[src/rtl/wtgt_pkg.sv]
package wtgt_pkg;

  typedef enum logic [2:0] {
    ST_WAIT_IDLE,
    ST_IDLE,
    ST_DEC1,
    ST_DEC2,
    ST_CLAIM,
    ST_WAIT_IRDY,
    ST_XFER,
    ST_HOLD_STOP
  } wtgt_state_e;

  localparam logic [3:0] CMD_IO_WRITE  = 4'b0011;
  localparam logic [3:0] CMD_MEM_WRITE = 4'b0111;

  // Selects which base a command is compared with: 2'b01 io, 2'b10 mem, 0 none.
  function automatic logic [1:0] cmd_space(input logic [3:0] cmd);
    case (cmd)
      CMD_IO_WRITE:  cmd_space = 2'b01;
      CMD_MEM_WRITE: cmd_space = 2'b10;
      default:       cmd_space = 2'b00;
    endcase
  endfunction

endpackage

[src/rtl/wtgt_decode.sv]
module wtgt_decode
  import wtgt_pkg::*;
#(
  parameter int BASE_W = 24
) (
  input  logic [3:0]        cmd,
  input  logic [BASE_W-1:0] upper,
  input  logic [BASE_W-1:0] io_base,
  input  logic [BASE_W-1:0] mem_base,
  output logic              hit
);
  logic [1:0] space;

  always_comb begin
    space = cmd_space(cmd);
    hit   = (space[0] && (upper == io_base)) || (space[1] && (upper == mem_base));
  end
endmodule

[src/rtl/wtgt_pin.sv]
module wtgt_pin (
  input  logic clk,
  input  logic rst_n,
  input  logic act_i,
  output logic drv_o,
  output logic oe_o
);
  logic rel_q;

  always_ff @(posedge clk) begin
    if (!rst_n) rel_q <= 1'b0;
    else        rel_q <= act_i;
  end

  // Low while active, high for the single cycle after, then undriven.
  assign drv_o = !act_i;
  assign oe_o  = act_i || rel_q;
endmodule

[src/rtl/wtgt_write_target.sv]
module wtgt_write_target
  import wtgt_pkg::*;
#(
  parameter int DW     = 32,
  parameter int BASE_W = 24,
  parameter int CBE_W  = 4
) (
  input  logic              clk,
  input  logic              rst_n,
  input  logic              frame_n,
  input  logic              irdy_n,
  input  logic [DW-1:0]     ad,
  input  logic [CBE_W-1:0]  cbe_n,
  input  logic [BASE_W-1:0] io_base,
  input  logic [BASE_W-1:0] mem_base,
  output logic              devsel_o,
  output logic              devsel_oe,
  output logic              trdy_o,
  output logic              trdy_oe,
  output logic              stop_o,
  output logic              stop_oe,
  output logic              wr_valid,
  output logic [DW-1:0]     wr_addr,
  output logic [DW-1:0]     wr_data
);
  localparam int LOW_W  = DW - BASE_W;
  localparam int N_PINS = 3;
  localparam int P_DEV  = 0;
  localparam int P_TRDY = 1;
  localparam int P_STOP = 2;

  wtgt_state_e state_q, state_d;
  logic        burst_q;
  logic        addr_hit;

  // Named events for the checker.
  logic start_evt, claim_evt, miss_evt, accept_evt;
  logic devsel_act, trdy_act, stop_act;

  logic [N_PINS-1:0] pin_act, pin_drv, pin_oe;

  wtgt_decode #(.BASE_W(BASE_W)) u_dec (
    .cmd      (cbe_n[3:0]),
    .upper    (ad[DW-1:LOW_W]),
    .io_base  (io_base),
    .mem_base (mem_base),
    .hit      (addr_hit)
  );

  assign start_evt  = (state_q == ST_IDLE) && !frame_n;
  assign claim_evt  = start_evt && addr_hit;
  assign miss_evt   = start_evt && !addr_hit;
  assign accept_evt = (state_q == ST_WAIT_IRDY) && !irdy_n;

  always_comb begin
    state_d = state_q;
    case (state_q)
      ST_WAIT_IDLE: if (frame_n && irdy_n) state_d = ST_IDLE;
      ST_IDLE:      if (!frame_n) state_d = addr_hit ? ST_DEC1 : ST_WAIT_IDLE;
      ST_DEC1:      state_d = ST_DEC2;
      ST_DEC2:      state_d = ST_CLAIM;
      ST_CLAIM:     state_d = ST_WAIT_IRDY;
      ST_WAIT_IRDY: if (!irdy_n) state_d = ST_XFER;
      ST_XFER:      state_d = burst_q ? ST_HOLD_STOP : ST_WAIT_IDLE;
      ST_HOLD_STOP: if (frame_n) state_d = ST_WAIT_IDLE;
      default:      state_d = ST_WAIT_IDLE;
    endcase
  end

  always_ff @(posedge clk) begin
    if (!rst_n) begin
      state_q  <= ST_WAIT_IDLE;
      burst_q  <= 1'b0;
      wr_valid <= 1'b0;
      wr_addr  <= '0;
      wr_data  <= '0;
    end else begin
      state_q  <= state_d;
      wr_valid <= (state_q == ST_XFER);
      if (start_evt) wr_addr <= ad;
      if (accept_evt) burst_q <= !frame_n;
      if (state_q == ST_XFER) wr_data <= ad;
    end
  end

  assign devsel_act = (state_q == ST_CLAIM) || (state_q == ST_WAIT_IRDY) ||
                      (state_q == ST_XFER)  || (state_q == ST_HOLD_STOP);
  assign trdy_act   = (state_q == ST_XFER);
  assign stop_act   = ((state_q == ST_XFER) && burst_q) || (state_q == ST_HOLD_STOP);

  assign pin_act[P_DEV]  = devsel_act;
  assign pin_act[P_TRDY] = trdy_act;
  assign pin_act[P_STOP] = stop_act;

  for (genvar i = 0; i < N_PINS; i++) begin : g_pin
    wtgt_pin u_pin (
      .clk   (clk),
      .rst_n (rst_n),
      .act_i (pin_act[i]),
      .drv_o (pin_drv[i]),
      .oe_o  (pin_oe[i])
    );
  end

  assign devsel_o  = pin_drv[P_DEV];
  assign devsel_oe = pin_oe[P_DEV];
  assign trdy_o    = pin_drv[P_TRDY];
  assign trdy_oe   = pin_oe[P_TRDY];
  assign stop_o    = pin_drv[P_STOP];
  assign stop_oe   = pin_oe[P_STOP];
endmodule

[config.mk]
export PLATFORM = sky130hd
export DESIGN_NAME = wtgt_write_target
export DESIGN_NICKNAME = d
export VERILOG_FILES = /design/src/rtl/wtgt_pkg.sv /design/src/rtl/wtgt_decode.sv /design/src/rtl/wtgt_pin.sv /design/src/rtl/wtgt_write_target.sv
export SDC_FILE = /design/constraint.sdc
export NUM_CORES = 1
export LEC_CHECK = 0
export ABC_CLOCK_PERIOD_IN_PS = 1450
export BUFFER_PORTS_ARGS = -buffer_cell sky130_fd_sc_hd__buf_2
export CAP_MARGIN = 20
export CELL_PAD_IN_SITES_DETAIL_PLACEMENT = 1
export CELL_PAD_IN_SITES_GLOBAL_PLACEMENT = 2
export CORE_UTILIZATION = 23
export DETAILED_ROUTE_END_ITERATION = 12
export GPL_TIMING_DRIVEN = 0
export PLACE_DENSITY_LB_ADDON = 0.1
export SLEW_MARGIN = 20
export SYNTH_ARGS = -nofsm -noshare
export SYNTH_HDL_FRONTEND = slang
export SYNTH_HIERARCHICAL = 1
export SYNTH_SLANG_ARGS = --single-unit
[constraint.sdc]
create_clock -name clk -period 1.45 [get_ports clk]
set_clock_uncertainty 0.15 [all_clocks]
set_input_delay 0.0725 -clock clk [delete_from_list [all_inputs] [get_ports clk]]
set_output_delay 0.0725 -clock clk [all_outputs]
set_load 0.02 [all_outputs]
==> metrics.txt <==
worst slew pin tran=654 ps; CP cell instances=nand2_2, or2_1, buf_6, clkinv_8, buf_12, or2_1, buf_6; Final Cycle Share=1.17; Chip Width=123 um; vias=3,662; number of detailed-route iterations in the first pass=4; GRT Resource Usage Total=0.198; element type at the critical path end=output port; H-Tree Depth=3; vias in the first global route=3,835; root buffer cell=clkbuf_16; Post-DRT Antenna Nets=0; EDFF count, synth=0; largest net degree at the start of global routing=12; DIE AREA=0.0151 sq mm; CTS Buffer Depth=2; worst path required time=1230 ps; Pwr Density=965 mW/mm^2; post-DP HPWL=10,200 um; Final #Nets=726; Seq/Total Area, Yosys=0.428; P&R area growth vs syn=78.3%; syn nets=490; critical path class=reg -> out; later-pin clock latency in the skew report=340 ps; yosys warns=6; GRT overflow=0; Fin. Hold Viols=0; Num CTS Buffers=9; final core occ=0.426; chip height=123 um; RSZ-0062 raised after global routing=yes; vias per cell=4.44; FP Rows=43; WL per Instance=18.2 um; peak supply drop=0.000460 V; Clock Pin Slew Worst Setup and Hold Paths=60 ps; post-layout min period=1700 ps; clock sinks=72; slowest cell delay on critical path=350 ps; synthesized area=0.00337 sq mm; Synth async-reset ratio=0; Slew HR=0.564; Unique masters post-synth=36; final setup fails=72; initial antenna violation count=2; Min-Delay Path Class=in -> reg; RD Place Congestion=0.760; CP startpoint kind=register; Setup TNS Final=-9370 ps; 1st-iter DRT viols=85; buffers added on ports=158; CTS tree=yes; outcome=finished, violations left; peak fanout along the critical path=3; first-pass GRT wire length=21,400 um; reg-to-reg setup timing slack=-190 ps; failing checks=setup timing; Worst EP arrival=1480 ps; most common cell after layout, fill and taps aside=buf_2; Leak=2.65 nW; mean area per synthesized cell=8.38 sq um; max-slew violations=0; Placeable Area=0.0141 sq mm; post-route setup slack=-248 ps; Seq cells post-synth=72; fraction of layout cells with a size suffix above 1=0.502; cells after synthesis=402; most frequent cells in the layout=153 x buf_2, 78 x nand2_1, 69 x dfxtp_1, 46 x a21boi_1, 38 x nand2_2; predominant post-synthesis flop cell=dfxtp_1; f_max=589 MHz; Starting Density=0.239; Remaining DRCs=0; final WL=15,000 um; IO Pins=159; Max stage delay cell, worst path=dfxtp_4; # Max-Cap Violations=0
[routing by layer]
metal / track usage / wire [um]
met5: 0 / 0
met2: 0.355 / 7560
met4: 0.0753 / 275
met3: 0.0415 / 869
met1: 0.230 / 6330
[sequential cells by signal, summed over array words and instances, names as in the netlist]
| signal | cells |
|---|---|
| wr_data | 32 |
| state_q | 3 |
| g_pin.u_pin/rel_q | 3 |
| burst_q | 1 |
| wr_valid | 1 |
| wr_addr | 32 |
[power breakdown]
part | leakage (nW) | internal [mW] | total (mW) | switching (mW)
logic | 1.94 | 0.823 | 1.62 | 0.800
registers | 0.584 | 2.07 | 2.14 | 0.0635
clock network | 0.130 | 1.18 | 2.03 | 0.858
total | 2.65 | 4.07 | 5.79 | 1.72
[what timing repair did]
action / in CTS / in global routing
gates cloned: 7 / 1
hold buffers: 34 / 0
endpoints found under the hold margin: 68 / 0
setup buffers: 23 / 10
pin swaps: 19 / 55
setup endpoints to repair: 69 / 72
resized for setup: 101 / 89
[worst paths after layout]
check / start / to / cells past startpoint
setup / recovery: state_q[1]$_SDFFE_PN0P_ / trdy_oe / 7
hold / removal: irdy_n / state_q[1]$_SDFFE_PN0P_ / 5
setup reg to reg: state_q[1]$_SDFFE_PN0P_ / wr_addr[8]$_SDFFE_PN0P_ / 9
hold reg to reg: wr_data[5]$_SDFFE_PN0N_ / wr_data[5]$_SDFFE_PN0N_ / 2
[logic make-up (layout without fill, tap and decap cells)]
family | after synthesis | after routing | share of synthesized area
other cells | 0 | 3 | 0
buf+inv | 30 | 269 | 0.0550
xor+xnor | 48 | 48 | 0.125
simple gates | 173 | 173 | 0.222
flops | 72 | 72 | 0.428
compound gates | 79 | 79 | 0.170
[through the flow]
| stage | total power [mW] | instances | worst slack [ps] | hold slack, ps | instance area, sq um |
|---|---|---|---|---|---|
| floorplan | 2.69 | 402 | 12.7 | 57.4 | 3370 |
| global placement | 3.11 | 740 | -482 | 181 | 4390 |
| detailed placement | 3.13 | 740 | -521 | 188 | 4390 |
| CTS | 5.77 | 817 | -268 | 48.3 | 5700 |
| global route | 6.05 | 821 | -306 | 98.8 | 6000 |
| finish | 5.79 | 824 | -248 | 53.0 | 6010 |
[area by class of cell]
class | instances | area, sq um
tap | 180 | 225
buffer | 23 | 255
sequential | 72 | 1450
multi-input combinational | 300 | 2120
timing repair buffer | 227 | 1660
clock buffer | 10 | 239
clock inverter | 4 | 22.5
inverter | 5 | 31.3
fill | 1670 | 8090
antenna | 3 | 7.51
[cells in the mapped netlist (5+ instances only)]
| cell | count | share of area |
|---|---|---|
| nand2_1 | 133 | 0.15 |
| dfxtp_1 | 72 | 0.43 |
| a21boi_1 | 64 | 0.14 |
| xor2_1 | 35 | 0.091 |
| xnor2_1 | 13 | 0.034 |
| buf_2 | 9 | 0.013 |
| nor4_1 | 9 | 0.017 |
| clkbuf_1 | 8 | 0.0089 |
| nor2_1 | 6 | 0.0067 |
| o21ai_0 | 5 | 0.0074 |
[critical path: cells and delay by family (launching register included)]
kind          cells  cell delay, ps
buf+inv           4             410
flops             1             350
simple gates      3             360
Note: power is estimated with default switching activity, not from simulation.
